<file path="src/rtl/chg_pkg.sv">
package chg_pkg;

    typedef enum logic [2:0] {
        ST_IDLE,
        ST_CONTACT,
        ST_SETTLE,
        ST_PRIMARY,
        ST_SECONDARY,
        ST_WINDOW,
        ST_READY,
        ST_DEAD
    } det_state_e;

    typedef enum logic [2:0] {
        SRC_NONE,
        SRC_HOST,
        SRC_CHG_HOST,
        SRC_DEDICATED,
        SRC_WIN_A,
        SRC_WIN_B,
        SRC_PULLUP,
        SRC_OPEN
    } src_kind_e;

    typedef struct packed {
        logic allow;
        logic hicur;
        logic close;
    } stat_s;

    localparam stat_s STAT_RELEASED = '{allow: 1'b0, hicur: 1'b0, close: 1'b0};

    function automatic stat_s status_for(src_kind_e kind, logic bat_ok);
        stat_s s;
        s = STAT_RELEASED;
        case (kind)
            SRC_HOST:      s = '{allow: 1'b1, hicur: 1'b0, close: bat_ok};
            SRC_CHG_HOST:  s = '{allow: 1'b1, hicur: 1'b1, close: bat_ok};
            SRC_DEDICATED,
            SRC_WIN_A,
            SRC_WIN_B:     s = '{allow: 1'b1, hicur: 1'b1, close: 1'b0};
            SRC_PULLUP,
            SRC_OPEN:      s = '{allow: 1'b1, hicur: 1'b0, close: 1'b0};
            default:       s = STAT_RELEASED;
        endcase
        return s;
    endfunction

    function automatic logic is_busy(det_state_e st);
        return (st == ST_CONTACT) || (st == ST_SETTLE) || (st == ST_PRIMARY) ||
               (st == ST_SECONDARY) || (st == ST_WINDOW);
    endfunction

endpackage

</file>
<file path="src/rtl/chg_sync.sv">
module chg_sync #(
    parameter int WIDTH = 1
) (
    input  logic             clk,
    input  logic             rst,
    input  logic [WIDTH-1:0] d_async,
    output logic [WIDTH-1:0] q_sync
);
    for (genvar i = 0; i < WIDTH; i++) begin : g_bit
        logic meta_q;
        logic stable_q;
        always_ff @(posedge clk) begin
            if (rst) begin
                meta_q   <= 1'b0;
                stable_q <= 1'b0;
            end else begin
                meta_q   <= d_async[i];
                stable_q <= meta_q;
            end
        end
        assign q_sync[i] = stable_q;
    end
endmodule

</file>
<file path="src/rtl/chg_tick_timer.sv">
module chg_tick_timer #(
    parameter int CW = 8
) (
    input  logic          clk,
    input  logic          rst,
    input  logic          clr,
    input  logic          step,
    input  logic [CW-1:0] limit,
    output logic          hit
);
    logic [CW-1:0] cnt_q;

    always_ff @(posedge clk) begin
        if (rst || clr) cnt_q <= '0;
        else if (step)  cnt_q <= cnt_q + 1'b1;
    end

    assign hit = step && (cnt_q == limit - 1'b1);

    // the count never runs past the limit of the current phase
    p_count_in_range_r12: assert property (@(posedge clk) disable iff (rst)
        cnt_q < limit);
endmodule

</file>
<file path="src/rtl/chg_window_classifier.sv">
module chg_window_classifier
    import chg_pkg::*;
(
    input  logic [1:0] win_a,
    input  logic [1:0] win_b,
    input  logic [1:0] pulled_up,
    output src_kind_e  kind
);
    always_comb begin
        if (&win_a)          kind = SRC_WIN_A;
        else if (&win_b)     kind = SRC_WIN_B;
        else if (&pulled_up) kind = SRC_PULLUP;
        else                 kind = SRC_OPEN;
    end
endmodule

</file>
<file path="src/rtl/chg_detect_fsm.sv">
module chg_detect_fsm
    import chg_pkg::*;
#(
    parameter int CW        = 8,
    parameter int DCD_TICKS = 8,
    parameter int DEB_TICKS = 4,
    parameter int PRI_TICKS = 2,
    parameter int SEC_TICKS = 2,
    parameter int DBP_TICKS = 40
) (
    input  logic          clk,
    input  logic          rst,
    input  logic          vbus,
    input  logic          contact,
    input  logic          prim,
    input  logic          sec,
    input  logic          bat,
    input  logic          tick,
    input  src_kind_e     win_kind,
    input  logic          hit,
    output logic [CW-1:0] limit,
    output logic          step,
    output logic          clr,
    output stat_s         stat
);
    localparam logic [CW-1:0] L_DCD = CW'(DCD_TICKS);
    localparam logic [CW-1:0] L_DEB = CW'(DEB_TICKS);
    localparam logic [CW-1:0] L_PRI = CW'(PRI_TICKS);
    localparam logic [CW-1:0] L_SEC = CW'(SEC_TICKS);
    localparam logic [CW-1:0] L_DBP = CW'(DBP_TICKS);
    localparam logic [CW-1:0] L_ONE = CW'(1);

    det_state_e st_q, st_d;
    src_kind_e  kind_q, kind_d;
    stat_s      stat_q, stat_d;
    logic       bat_q;
    logic       run;
    logic       bat_rise;
    logic       busy_now;

    assign bat_rise = bat && !bat_q;
    assign busy_now = is_busy(st_q);

    always_comb begin
        st_d   = st_q;
        kind_d = kind_q;
        limit  = L_ONE;
        run    = 1'b0;
        case (st_q)
            ST_IDLE: begin
                if (vbus) st_d = ST_CONTACT;
            end
            ST_CONTACT: begin
                run   = 1'b1;
                limit = L_DCD;
                if (contact)  st_d = ST_SETTLE;
                else if (hit) st_d = ST_WINDOW;
            end
            ST_SETTLE: begin
                run   = 1'b1;
                limit = L_DEB;
                if (hit) st_d = ST_PRIMARY;
            end
            ST_PRIMARY: begin
                run   = 1'b1;
                limit = L_PRI;
                if (hit) begin
                    if (prim) st_d = ST_SECONDARY;
                    else begin
                        kind_d = SRC_HOST;
                        st_d   = ST_READY;
                    end
                end
            end
            ST_SECONDARY: begin
                run   = 1'b1;
                limit = L_SEC;
                if (hit) begin
                    kind_d = sec ? SRC_DEDICATED : SRC_CHG_HOST;
                    st_d   = ST_READY;
                end
            end
            ST_WINDOW: begin
                kind_d = win_kind;
                st_d   = ST_READY;
            end
            ST_READY: begin
                run   = !bat;
                limit = L_DBP;
                if (hit) st_d = ST_DEAD;
            end
            ST_DEAD: begin
                if (bat_rise) st_d = ST_CONTACT;
            end
            default: st_d = ST_IDLE;
        endcase
        if (!vbus) begin
            st_d   = ST_IDLE;
            kind_d = SRC_NONE;
        end
    end

    assign step = tick && run;
    assign clr  = (st_d != st_q) || ((st_q == ST_READY) && bat);

    always_comb begin
        stat_d = stat_q;
        case (st_d)
            ST_IDLE,
            ST_DEAD:  stat_d = STAT_RELEASED;
            ST_READY: stat_d = status_for(kind_d, bat);
            default:  stat_d = stat_q;
        endcase
    end

    always_ff @(posedge clk) begin
        if (rst) begin
            st_q   <= ST_IDLE;
            kind_q <= SRC_NONE;
            stat_q <= STAT_RELEASED;
            bat_q  <= 1'b0;
        end else begin
            st_q   <= st_d;
            kind_q <= kind_d;
            stat_q <= stat_d;
            bat_q  <= bat;
        end
    end

    assign stat = stat_q;

    // supply loss forces the idle state on the next edge
    p_vbus_loss_idle_r1: assert property (@(posedge clk) disable iff (rst)
        !vbus |=> (st_q == ST_IDLE));

    // idle always presents released outputs
    p_idle_released_r1: assert property (@(posedge clk) disable iff (rst)
        (st_q == ST_IDLE) |-> (stat_q == STAT_RELEASED));

    // outputs frozen between two cycles of ongoing detection
    p_hold_busy_r9: assert property (@(posedge clk) disable iff (rst)
        busy_now |=> (!busy_now || $stable(stat_q)));

    // a bad battery opens the switch by the next edge
    p_switch_needs_bat_r5: assert property (@(posedge clk) disable iff (rst)
        !bat |=> !stat_q.close);

    // the expired state never grants charging
    p_dead_no_charge_r10: assert property (@(posedge clk) disable iff (rst)
        (st_q == ST_DEAD) |-> !stat_q.allow);
endmodule

</file>
<file path="src/rtl/usb_chg_detect.sv">
module usb_chg_detect
    import chg_pkg::*;
#(
    parameter int DCD_TICKS = 600,
    parameter int DEB_TICKS = 130,
    parameter int PRI_TICKS = 40,
    parameter int SEC_TICKS = 40,
    parameter int DBP_TICKS = 1920000
) (
    input  logic clk,
    input  logic rst,
    input  logic vbus_valid,
    input  logic dcd_contact,
    input  logic prim_is_charger,
    input  logic sec_is_dedicated,
    input  logic dp_in_win_a,
    input  logic dm_in_win_a,
    input  logic dp_in_win_b,
    input  logic dm_in_win_b,
    input  logic dp_pulled_up,
    input  logic dm_pulled_up,
    input  logic batt_good,
    input  logic tick,
    output logic chg_allow_pull,
    output logic chg_hi_current,
    output logic sw_open_pull,
    output logic data_sw_en
);
    localparam int M1    = (DCD_TICKS > DEB_TICKS) ? DCD_TICKS : DEB_TICKS;
    localparam int M2    = (PRI_TICKS > SEC_TICKS) ? PRI_TICKS : SEC_TICKS;
    localparam int M3    = (M1 > M2) ? M1 : M2;
    localparam int T_MAX = (M3 > DBP_TICKS) ? M3 : DBP_TICKS;
    localparam int CW    = $clog2(T_MAX + 1);
    localparam int NSYNC = 11;

    logic [NSYNC-1:0] raw_in, syn;
    logic             vbus_s, contact_s, prim_s, sec_s, bat_s;
    logic [1:0]       win_a_s, win_b_s, pu_s;
    src_kind_e        win_kind;
    logic [CW-1:0]    limit;
    logic             step, clr, hit;
    stat_s            stat;

    assign raw_in = {vbus_valid, dcd_contact, prim_is_charger, sec_is_dedicated,
                     dp_in_win_a, dm_in_win_a, dp_in_win_b, dm_in_win_b,
                     dp_pulled_up, dm_pulled_up, batt_good};

    chg_sync #(.WIDTH(NSYNC)) u_sync (
        .clk(clk), .rst(rst), .d_async(raw_in), .q_sync(syn)
    );

    assign {vbus_s, contact_s, prim_s, sec_s, win_a_s, win_b_s, pu_s, bat_s} = syn;

    chg_window_classifier u_win (
        .win_a(win_a_s), .win_b(win_b_s), .pulled_up(pu_s), .kind(win_kind)
    );

    chg_tick_timer #(.CW(CW)) u_timer (
        .clk(clk), .rst(rst), .clr(clr), .step(step), .limit(limit), .hit(hit)
    );

    chg_detect_fsm #(
        .CW(CW), .DCD_TICKS(DCD_TICKS), .DEB_TICKS(DEB_TICKS),
        .PRI_TICKS(PRI_TICKS), .SEC_TICKS(SEC_TICKS), .DBP_TICKS(DBP_TICKS)
    ) u_fsm (
        .clk(clk), .rst(rst), .vbus(vbus_s), .contact(contact_s),
        .prim(prim_s), .sec(sec_s), .bat(bat_s), .tick(tick),
        .win_kind(win_kind), .hit(hit), .limit(limit), .step(step),
        .clr(clr), .stat(stat)
    );

    assign chg_allow_pull = stat.allow;
    assign chg_hi_current = stat.hicur;
    assign sw_open_pull   = stat.close;
    assign data_sw_en     = stat.close;

    // high current or a closed switch only ever come with a charge permit
    always_comb begin
        if (!rst) begin
            p_flags_need_allow_r5: assert ((!chg_hi_current && !data_sw_en) || chg_allow_pull);
        end
    end
endmodule

</file>
<file path="config.mk">
export PLATFORM = sky130hd
export DESIGN_NAME = usb_chg_detect
export DESIGN_NICKNAME = d
export VERILOG_FILES = /design/src/rtl/chg_pkg.sv /design/src/rtl/chg_sync.sv /design/src/rtl/chg_tick_timer.sv /design/src/rtl/chg_window_classifier.sv /design/src/rtl/chg_detect_fsm.sv /design/src/rtl/usb_chg_detect.sv
export SDC_FILE = /design/constraint.sdc
export NUM_CORES = 1
export LEC_CHECK = 0
export ABC_CLOCK_PERIOD_IN_PS = 4100
export CORE_ASPECT_RATIO = 1.1
export CORE_MARGIN = 3
export CORE_UTILIZATION = 50
export CTS_CLUSTER_SIZE = 20
export DETAILED_ROUTE_END_ITERATION = 8
export DONT_BUFFER_PORTS = 1
export GPL_TIMING_DRIVEN = 0
export SKIP_LAST_GASP = 1
export SYNTH_ARGS = -nofsm -noshare
export SYNTH_HDL_FRONTEND = slang
export SYNTH_SLANG_ARGS = --single-unit
</file>
<file path="constraint.sdc">
create_clock -name clk -period 4.1 [get_ports clk]
set_input_delay 0 -clock clk [delete_from_list [all_inputs] [get_ports clk]]
set_output_delay 0 -clock clk [all_outputs]
set_load 0.02 [all_outputs]
</file>
==> reports/results.txt, run 1 <==
Critical R2R Launch: u_fsm.st_q[0]
first-pass GRT wire length: 8420 µm
routed length per placed instance: 13.6 µm
post-synthesis net count: 308
final wirelength: 5000 µm
PwrDens: 311 nW/µm²
htree depth: 2
row cnt: 26
worst hold start: rst
CTS tree: done
relative slew slack: 65.4%
Lkg Pwr: 1.08 nW
peak supply drop: 0.000216 V
DR pass1 iterations: 4
via count: 1970
Remaining DRCs: 0
Clk pin slew, worst setup/hold paths: 0.10 ns
final hold vios: 0
placed inst area: 2630 µm²
Die Area: 6010 µm²
Detailed Place HPWL: 3580 µm
sequential area share after synthesis: 41.5%
actual slew at the worst max-slew pin: 0.520 ns
Syn Inst Count: 292
Worst Hold Path EP: u_timer.cnt_q[14]
crit path max-delay cell type: dfxtp_1
final number of setup-violating endpoints: 0
fillcell total: 436
Inst Count DP: 348
HP Class: input pin to flop
max capacitance violation total: 0
Antenna Cells: 0
Power Internal: 0.675 mW
initial antenna violation count: 0
die width: 74.2 µm
overall global routing resource usage: 18.0%
clock sinks: 53
logic gate share of total power: 5.3%
f_max: 268 MHz
Tcrit/Tclk final: 90.9%
Unique masters post-synth: 54
post-CTS setup buffer count: 0
ANT nets after route: 0
required time of the critical path: 4.30 ns
P_sw: 0.211 mW
Via density: 5.35
largest net degree at the start of global routing: 20
clk root buf: clkbuf_8
critical-path maximum fanout: 10
final instance area: 2850 µm²
port bufs: 0
CP Buf/Inv Count: 3
clk_lat worst skew: 0.31 ns
grt total ovfl: 0
Synth Flop Type: dfxtp_1
Setup WS pre-CTS: 0.223 ns
Setup crit start kind: flop
gpl congestion: 0.834
status: finished, final reports clean
switch share: 23.8%
R2R setup slack: 0.37 ns
CORE AREA: 4780 µm²
average size of a mapped cell: 8.76 µm²
asr flop ratio synth: 0%
Overall Power: 0.886 mW
crit-path cells: buf_2 -> buf_1 -> a21oi_1 -> ha_1 -> xnor2_1 -> a2111oi_4 -> o211ai_2 -> nor4_4 -> o21ai_1 -> and4_1 -> o21ai_1 -> buf_2 -> nor3_2
Final Non-Filler Cells: 368
hold path cells: 3
post-route setup slack: 0.372 ns
Largest delay share family, worst path: compound AO/OA/AOI/OAI gates
synthesized cell area: 2560 µm²
Worst setup EP type: flop
share of cells above drive strength 1: 9.62%
Slowest Stage Delay on Critical Path: 0.48 ns
io pins: 18
Final min period: 3.73 ns
YS warnings: 0
TritonCTS Buffers: 5
Worst R2R Path Depth: 13
EDFF count, synth: 0
Worst Setup Path Type: flop to flop
fin. max-slew vios: 0
Clock power frac: 35.1%
Layout area overhead: 11.5%
Nets: 327
Sequential Power Share: 59.7%
unrepaired setup endpoints after global routing: no
die height: 81.0 µm
Starting Density: 53.5%
Starting DRT DRC Count: 105
vias in the first global route: 1772
FF+latch count, synth: 53
Clock Path Buffers: 2
Worst Clk Skew: 0.00501 ns
critical path data arrival time: 3.92 ns
worst reg2reg endpoint: u_timer.cnt_q[2]
final setup TNS: 0 ns
[synthesized netlist by cell type, types with 2 or more instances]
cell | instances | area (µm²)
dfxtp_1 | 53 | 1060
o21ai_0 | 3 | 15.0
o31ai_1 | 2 | 15.0
a21oi_1 | 11 | 55.1
xor2_1 | 14 | 123
a31oi_1 | 4 | 25.0
a21o_1 | 2 | 15.0
o221ai_1 | 2 | 17.5
nand4_1 | 4 | 25.0
inv_1 | 6 | 22.5
o211a_1 | 2 | 20.0
and3b_1 | 2 | 17.5
nor3_2 | 2 | 20.0
nor2_1 | 31 | 116
or3b_2 | 2 | 17.5
nand2b_1 | 7 | 43.8
mux2i_1 | 3 | 30.0
o21ai_1 | 4 | 20.0
nor3_1 | 6 | 30.0
buf_2 | 7 | 35.0
nand3b_1 | 3 | 22.5
ha_1 | 2 | 25.0
nor3b_1 | 2 | 15.0
nand3_1 | 10 | 50.1
and2_1 | 2 | 12.5
o211ai_1 | 3 | 22.5
xnor2_1 | 9 | 78.8
and3_1 | 8 | 50.1
clkbuf_1 | 6 | 22.5
nor2b_1 | 29 | 181
nand2_1 | 26 | 97.6
a211o_1 | 2 | 17.5
o211ai_2 | 2 | 25.0
[layout make-up]
class | count | area (µm²) | area share (%)
buffer | 16 | 81.3 | 2.85
clock buffer | 5 | 68.8 | 2.41
clock inverter | 3 | 33.8 | 1.18
inverter | 6 | 22.5 | 0.789
multi-input combinational | 217 | 1400 | 48.9
sequential | 53 | 1060 | 37.2
tap | 56 | 70.1 | 2.46
timing repair buffer | 12 | 120 | 4.21
[registers in the layout (all words and copies together) (netlist names)]
| register | flops |
|---|---|
| u_fsm.st_q | 3 |
| u_fsm.stat | 3 |
| u_fsm.bat_q | 1 |
| u_fsm.kind_q | 3 |
| u_timer.cnt_q | 21 |
| u_sync.g_bit.meta_q | 11 |
| u_sync.g_bit.stable_q | 11 |
[cells in the final DEF, fill, tap and decap left out, types with 4 or more instances in the layout]
cell,Yosys,layout
dlygate4sd3_1,0,12
clkbuf_8,0,5
a31oi_1,4,4
o21ai_1,4,4
nand3_1,10,10
nand4_1,4,4
and3_1,8,8
clkbuf_1,6,5
a21oi_1,11,11
nor2b_1,29,29
buf_2,7,7
dfxtp_1,53,53
nand2_1,26,26
xor2_1,14,14
inv_1,6,6
nand2b_1,7,7
xnor2_1,9,9
nor2_1,31,31
nor3_1,6,6
[logic make-up (layout without fill, tap and decap cells)]
logic type / after synthesis / count (layout) / share of synthesized area [%]
buffers and inverters: 22 / 42 / 4.01
DFF: 53 / 53 / 41.5
muxes: 3 / 3 / 1.17
adders and majority gates: 2 / 2 / 0.978
AOI/OAI and AO/OA: 46 / 46 / 13.8
and+or+nand+nor: 143 / 143 / 30.7
xor gates and xnor gates: 23 / 23 / 7.87
[per-layer routing]
metal,routed length [µm],GRT usage (%),share of wire [%],vias up
li1,-,-,-,1036
met1,2610,27.0,52,894
met2,2160,26.2,43,33
met3,180,2.97,3.6,7
met4,59,5.25,1.2,0
met5,0,0,0,-
[worst max path at each step]
| stage | start | endpoint | slack (ns) | cells after the start |
|---|---|---|---|---|
| 2_1_floorplan | u_fsm.st_q[1] | u_fsm.stat[0] | 0.86 | 15 |
| 3_3_place_gp | u_fsm.st_q[1] | u_timer.cnt_q[15] | 0.19 | 15 |
| 3_5_place_dp | u_fsm.st_q[1] | u_timer.cnt_q[17] | 0.22 | 15 |
| 4_1_cts | u_fsm.st_q[1] | u_timer.cnt_q[2] | 0.19 | 15 |
| 5_1_grt | u_fsm.st_q[0] | u_timer.cnt_q[15] | 0.08 | 13 |
| 6_report | u_fsm.st_q[0] | u_timer.cnt_q[2] | 0.37 | 13 |
[stage by stage]
stage                     hold slack (ns)  util [%]
after floorplan                     0.128         -
after global placement              0.130      55.0
after detailed placement            0.134      55.0
after CTS                          0.0198      59.6
after global routing               0.0553      59.7
final                              0.0300      59.7
[worst min-delay path, stage by stage]
cell,delay [ns]
a21oi_1,0.02
o21ai_1,0.18
nor3_1,0.09
[power by group through the flow]
| stage | clock network [mW] | logic [mW] | registers (mW) |
|---|---|---|---|
| final | 0.311 | 0.0466 | 0.529 |
| after global routing | 0.347 | 0.0524 | 0.531 |
| after floorplan | 0 | 0.0304 | 0.540 |
| after detailed placement | 0 | 0.0382 | 0.541 |
| after global placement | 0 | 0.0378 | 0.541 |
| after CTS | 0.323 | 0.0468 | 0.529 |
[what timing repair did]
action | CTS | global route
endpoints found under the setup margin | 0 | 20
hold endpoints to repair | 12 | 0
hold buffers | 12 | 0
gates resized for setup | 0 | 2
(Power assumes the default switching activity.)
==> run 2: changes to the inputs <==
--- a/config.mk
+++ b/config.mk
@@ -5,7 +5,7 @@
 export SDC_FILE = /design/constraint.sdc
 export NUM_CORES = 1
 export LEC_CHECK = 0
-export ABC_CLOCK_PERIOD_IN_PS = 4100
+export ABC_CLOCK_PERIOD_IN_PS = 4840
 export CORE_ASPECT_RATIO = 1.1
 export CORE_MARGIN = 3
 export CORE_UTILIZATION = 50
==> constraint.sdc (replaced) <==
create_clock -name clk -period 4.84 [get_ports clk]
set_input_delay 0 -clock clk [delete_from_list [all_inputs] [get_ports clk]]
set_output_delay 0 -clock clk [all_outputs]
set_load 0.02 [all_outputs]
==> run 2 against run 1 <==
Effect of this change:
- sequential power down 15%
- global-route usage unchanged
- clock power is 15% lower
- total power shrank 15%
- worst hold slack hardly changed
- final cell count stayed put
- worst setup slack gained 0.61 ns
- clock skew about the same
- sequential share of layout area about the same
- via count fell by 0.20%
- critical path type unchanged
- critical endpoint unchanged
==> reports/results.txt, run 2 (synthesis results as in run 1) <==
initial antenna violation count: 0 (unchanged)
met3 wire len: 216 µm (+20%)
grt total ovfl: 0 (unchanged)
Regs by FF count: u_timer.cnt_q x21, u_sync.g_bit.meta_q x11, u_sync.g_bit.stable_q x11
hold slack: 0.0299 ns (-0.000120 ns)
Worst R2R Path Depth: 15 (+2)
Nets: 327 (unchanged)
htree depth: 2 (unchanged)
Starting Density: 53.5% (unchanged)
clock sinks: 53 (unchanged)
required time of the critical path: 5.04 ns (+0.74 ns)
die height: 81.0 µm (unchanged)
Detailed Place HPWL: 3580 µm (unchanged)
Overall Power: 0.751 mW (-15%)
row cnt: 26 (unchanged)
CTS tree: done
CORE AREA: 4780 µm² (unchanged)
R2R setup slack: 0.98 ns (+0.61 ns)
worst reg2reg endpoint: u_timer.cnt_q[2]
cts hold-fix bufs: 12 (unchanged)
fillcell total: 436 (unchanged)
Via density: 5.34 (-0.20%)
clk_lat worst skew: 0.31 ns (about the same)
area taken by multi-input logic gates: 1400 µm² (unchanged)
Seq. cell area: 1060 µm² (unchanged)
post-CTS setup buffer count: 0 (unchanged)
share of cells above drive strength 1: 9.29% (-0.32 points)
peak supply drop: 0.000183 V (-15%)
gpl congestion: 0.834 (unchanged)
Highest Signal Layer: met4
most common cell after layout, fill and taps aside: dfxtp_1
final number of setup-violating endpoints: 0 (unchanged)
DR pass1 iterations: 4 (unchanged)
Worst Clk Skew: 0.00505 ns (+0.0000354 ns)
Remaining DRCs: 0 (unchanged)
via count: 1966 (-0.20%)
Critical R2R Launch: u_fsm.st_q[1]
Worst Setup SP: u_fsm.st_q[1]
Routed met2 length: 2170 µm (+0.65%)
Lkg Pwr: 1.08 nW (-0.32%)
Starting DRT DRC Count: 105 (unchanged)
Final min period: 3.86 ns (+0.128 ns)
critical path data arrival time: 4.05 ns (+0.13 ns)
vias in the first global route: 1772 (unchanged)
final setup TNS: 0 ns (unchanged)
ANT nets after route: 0 (unchanged)
final instance area: 2850 µm² (about the same)
fin. max-slew vios: 0 (unchanged)
io pins: 18 (unchanged)
relative slew slack: 66.7% (+1.3 points)
f_max: 259 MHz (-3.3%)
Most flops, register: u_timer.cnt_q
first-pass GRT wire length: 8420 µm (unchanged)
Die Area: 6010 µm² (unchanged)
max reg flops: 21 (unchanged)
clk root buf: clkbuf_8
routed length per placed instance: 13.6 µm (-0.16%)
actual slew at the worst max-slew pin: 0.500 ns (-0.0194 ns)
Layout area overhead: 11.4% (about the same)
post-cts resize count: 0 (unchanged)
Inst Count DP: 348 (unchanged)
die width: 74.2 µm (unchanged)
most frequent cells in the layout: dfxtp_1 (53), nor2_1 (31), nor2b_1 (29)
overall global routing resource usage: 18.0% (unchanged)
Worst Setup Path Type: flop to flop
HP Class: input pin to flop
status: finished, final reports clean
Clock Path Buffers: 2 (unchanged)
Clk pin slew, worst setup/hold paths: 0.10 ns (about the same)
Antenna Cells: 0 (unchanged)
final hold vios: 0 (unchanged)
Tcrit/Tclk final: 79.7% (-11 points)
PwrDens: 263 nW/µm² (-15%)
CP endpoint: u_timer.cnt_q[2]
largest net degree at the start of global routing: 20 (unchanged)
wl on met1: 2550 µm (-2.2%)
TritonCTS Buffers: 5 (unchanged)
port bufs: 0 (unchanged)
Final Non-Filler Cells: 368 (unchanged)
max capacitance violation total: 0 (unchanged)
Setup crit start kind: flop
critical-path maximum fanout: 10 (unchanged)
final wirelength: 5000 µm (-0.16%)
placed inst area: 2630 µm² (unchanged)
unrepaired setup endpoints after global routing: no
Worst setup EP type: flop
[run 2: per-stage QoR]
stage	util [%]	worst slack (ns)
after floorplan	-	1.60
after global placement	55.0	0.929
after detailed placement	55.0	0.963
after CTS	59.6	0.934
after global routing	59.6	0.651
final	59.6	0.984
[run 2: area by class of cell]
class | instances | share of cell area [%]
multi-input cells | 217 | 48.9
flip-flops and latches | 53 | 37.2
repair buffers | 12 | 4.21
plain buffers | 16 | 2.81
well taps | 56 | 2.46
clock buffers | 5 | 2.41
clock inverters | 3 | 1.18
inverters | 6 | 0.790
[run 2: report_power, final]
part / switching [mW] / internal, mW / total [mW]
registers: 0.00334 / 0.445 / 0.448
clock network: 0.155 / 0.108 / 0.263
logic: 0.0202 / 0.0192 / 0.0394
total: 0.179 / 0.572 / 0.751
[run 2: how the worst min path moves through the flow]
stage | startpoint | end | slack (ns) | cells after the start
2_1_floorplan | batt_good | u_sync.g_bit[0].meta_q | 0.13 | 1
3_3_place_gp | dm_in_win_b | u_sync.g_bit[3].meta_q | 0.13 | 1
3_5_place_dp | dm_in_win_a | u_sync.g_bit[5].meta_q | 0.13 | 1
4_1_cts | rst | u_timer.cnt_q[14] | 0.02 | 3
5_1_grt | rst | u_timer.cnt_q[14] | 0.06 | 3
6_report | rst | u_timer.cnt_q[14] | 0.03 | 3
[run 2: worst max-delay path, stage by stage (launching register included)]
cell and delay (ns):
dfxtp_1 0.32, buf_2 0.18, buf_2 0.24, clkbuf_1 0.32, nor2_1 0.17, a21oi_1 0.20
ha_1 0.27, xnor2_1 0.15, a2111oi_4 0.36, o211ai_2 0.16, nor4_4 0.34, o21ai_1 0.14
and4_1 0.19, o21ai_1 0.30, buf_2 0.33, nor3_2 0.08
[run 2: metal layers]
layer  up-vias  track usage, %
met3         7            2.97
met1       892            27.0
met4         0            5.25
met2        33            26.2
met5         -               0
li1       1034               -
==> run 3: changes to the inputs <==
--- a/config.mk
+++ b/config.mk
@@ -5,7 +5,8 @@
 export SDC_FILE = /design/constraint.sdc
 export NUM_CORES = 1
 export LEC_CHECK = 0
-export ABC_CLOCK_PERIOD_IN_PS = 4840
+export ABC_AREA = 1
+export ABC_CLOCK_PERIOD_IN_PS = 3300
 export CORE_ASPECT_RATIO = 1.1
 export CORE_MARGIN = 3
 export CORE_UTILIZATION = 50
@@ -13,6 +14,7 @@
 export DETAILED_ROUTE_END_ITERATION = 8
 export DONT_BUFFER_PORTS = 1
 export GPL_TIMING_DRIVEN = 0
+export PLACE_DENSITY = 0.68
 export SKIP_LAST_GASP = 1
 export SYNTH_ARGS = -nofsm -noshare
 export SYNTH_HDL_FRONTEND = slang
==> constraint.sdc (replaced) <==
create_clock -name clk -period 3.3 [get_ports clk]
set_input_delay 0 -clock clk [delete_from_list [all_inputs] [get_ports clk]]
set_output_delay 0 -clock clk [all_outputs]
set_load 0.02 [all_outputs]
==> run 3 against run 2 <==
Effect of this change:
- sequential power is 47% higher
- worst hold slack better by 0.025 ns
- critical endpoint is now u_timer.cnt_q[1]
- combinational power grew to 2.5 times the previous value
- area after synthesis is 22% higher
- via count is 31% higher
- clock skew hardly changed
- die area is 20% higher
- worst setup slack worse by 0.74 ns
- non-clock buffer count is 4 higher
- total power is 60% higher
==> reports/results.txt, run 3 <==
unrepaired setup endpoints after global routing: no
CTS tree: done
relative slew slack: 69.0% (+2.4 points)
FF+latch count, synth: 53 (unchanged)
Final Non-Filler Cells: 557 (+51%)
fin. max-slew vios: 0 (unchanged)
Remaining DRCs: 0 (unchanged)
clk root buf: clkbuf_8
most common cell after layout, fill and taps aside: nand2_1
Slowest Stage Delay on Critical Path: 0.33 ns (-0.03 ns)
vias in the first global route: 2449 (+38%)
Most flops, register: u_timer.cnt_q
switch share: 23.1% (-0.70 points)
initial antenna violation count: 0 (unchanged)
clk_lat worst skew: 0.31 ns (about the same)
DR pass1 iterations: 4 (unchanged)
synth top area cells: dfxtp_1 (34%), nand2_1 (12%), inv_1 (10%)
largest net degree at the start of global routing: 17 (-15%)
row cnt: 29 (+12%)
Clock Path Buffers: 2 (unchanged)
gpl congestion: 0.913 (+9.4%)
Final min period: 3.06 ns (-0.801 ns)
Starting Density: 52.6% (-0.89 points)
grt total ovfl: 0 (unchanged)
Syn Inst Count: 452 (+55%)
io pins: 18 (unchanged)
overall global routing resource usage: 18.5% (+0.52 points)
Detailed Place HPWL: 4530 µm (+26%)
most frequent cells in the layout: nand2_1 (97), inv_1 (82), nor2_1 (68)
asr flop ratio synth: 0% (unchanged)
status: finished, final reports clean
Clk pin slew, worst setup/hold paths: 0.10 ns (about the same)
Sequential Power Share: 54.8% (-4.9 points)
peak supply drop: 0.000253 V (+38%)
f_max: 327 MHz (+26%)
max capacitance violation total: 0 (unchanged)
P_sw: 0.277 mW (+55%)
Nets: 496 (+52%)
Regs by FF count: u_timer.cnt_q x21, u_sync.g_bit.meta_q x11, u_sync.g_bit.stable_q x11
post-route setup slack: 0.245 ns (-0.739 ns)
port bufs: 0 (unchanged)
crit path max-delay cell type: dfxtp_2
post-synthesis net count: 468 (+52%)
most frequent cell after synthesis: nand2_1
Starting DRT DRC Count: 95 (-9.5%)
first-pass GRT wire length: 10500 µm (+25%)
Synth top cells by count: nand2_1 (99), inv_1 (83), nor2_1 (72)
Worst Clk Skew: 0.00513 ns (+0.0000798 ns)
most area-hungry cell type in the Yosys netlist: dfxtp_1
Antenna Cells: 0 (unchanged)
share of cells above drive strength 1: 18.3% (+9.0 points)
Layout area overhead: 15.6%
Largest delay share family, worst path: simple AND/OR/NAND/NOR gates
Critical R2R Launch: u_fsm.st_q[1]
EDFF count, synth: 0 (unchanged)
routed length per placed instance: 10.9 µm (-19%)
CP Buf/Inv Count: 7 (+3)
Via density: 4.62 (-13%)
Setup WS pre-CTS: 0.172 ns (-0.791 ns)
CORE AREA: 5910 µm² (+24%)
Unique masters post-synth: 39 (-28%)
final hold vios: 0 (unchanged)
critical-path maximum fanout: 6 (-4)
Die Area: 7210 µm² (+20%)
actual slew at the worst max-slew pin: 0.461 ns (-0.0391 ns)
synthesized cell area: 3110 µm² (+22%)
HP Class: input pin to flop
Synth Flop Type: dfxtp_1
Top cell by count, worst path: nand2_1
ANT nets after route: 0 (unchanged)
average size of a mapped cell: 6.88 µm² (-21%)
worst hold start: rst
required time of the critical path: 3.55 ns (-1.49 ns)
max reg flops: 21 (unchanged)
Synth top area share: 34.1% (-7.4 points)
PwrDens: 333 nW/µm² (+27%)
htree depth: 2 (unchanged)
Power Internal: 0.922 mW (+61%)
final wirelength: 6090 µm (+22%)
final number of setup-violating endpoints: 0 (unchanged)
sequential area share after synthesis: 34.1% (-7.4 points)
Inst Count DP: 529 (+52%)
YS warnings: 0 (unchanged)
logic gate share of total power: 8.3% (+3.1 points)
Worst setup EP type: flop
Setup crit start kind: flop
TritonCTS Buffers: 5 (unchanged)
die height: 88.7 µm (+9.5%)
die width: 81.2 µm (+9.4%)
critical path data arrival time: 3.31 ns (-0.74 ns)
via count: 2575 (+31%)
Clock power frac: 36.8% (+1.7 points)
Worst Setup SP: u_fsm.st_q[1]
Tcrit/Tclk final: 92.6% (+13 points)
clock sinks: 53 (unchanged)
Lkg Pwr: 1.74 nW (+61%)
Worst Setup Path Type: flop to flop
final setup TNS: 0 ns (unchanged)
-- run 3: cells by family (layout without fill, tap and decap cells) --
group	Yosys count	after routing	synth area share [%]
adders and majority gates	2	2	0.804
xor gates and xnor gates	20	20	5.63
buffers and inverters	103	131	14.2
AOI/OAI and AO/OA	19	19	3.58
muxes	1	1	0.322
and+or+nand+nor	254	254	41.4
DFF	53	53	34.1
-- run 3: layout make-up --
type	count	area [µm²]
buffer	11	109
clock buffer	5	68.8
clock inverter	2	38.8
fill	542	2320
inverter	92	350
multi-input combinational	296	1650
sequential	53	1060
tap	77	96.3
timing repair buffer	21	218
-- run 3: what timing repair did --
item                       CTS  global route
hold endpoints to repair    13             0
gates resized for setup      0            17
setup buffers                0             8
setup endpoints to repair    0            23
hold buffers                12             0
-- run 3: per-stage QoR --
stage / instance area (µm²) / hold slack (ns) / total power, mW / utilization (%)
after floorplan: 3110 / 0.0691 / 0.732 / -
after global placement: 3210 / 0.0717 / 0.744 / 54.2
after detailed placement: 3210 / 0.0796 / 0.745 / 54.2
after CTS: 3440 / 0.0549 / 1.20 / 58.1
after global routing: 3600 / 0.0800 / 1.25 / 60.8
final: 3600 / 0.0549 / 1.20 / 60.8
-- run 3: final timing paths --
path                            slack, ns                        end  cells past startpoint
worst max-delay path                 0.24           u_timer.cnt_q[1]                     26
worst min-delay path                 0.05  u_sync.g_bit[10].stable_q                      2
worst max register to register       0.24           u_timer.cnt_q[1]                     26
worst min register to register       0.41   u_sync.g_bit[5].stable_q                      2
-- run 3: layer usage --
metal,up-vias,global-route usage [%],routed length [µm]
met5,-,0,0
met4,0,4.15,64
met3,6,3.77,221
met2,31,33.8,3020
met1,1140,22.2,2790
li1,1398,-,-
-- run 3: power groups by stage --
stage	clock network, mW	registers, mW	logic, mW
finish	0.441	0.657	0.100
global route	0.481	0.659	0.110
CTS	0.454	0.657	0.0843
detailed placement	0	0.672	0.0726
global placement	0	0.672	0.0716
floorplan	0	0.671	0.0609
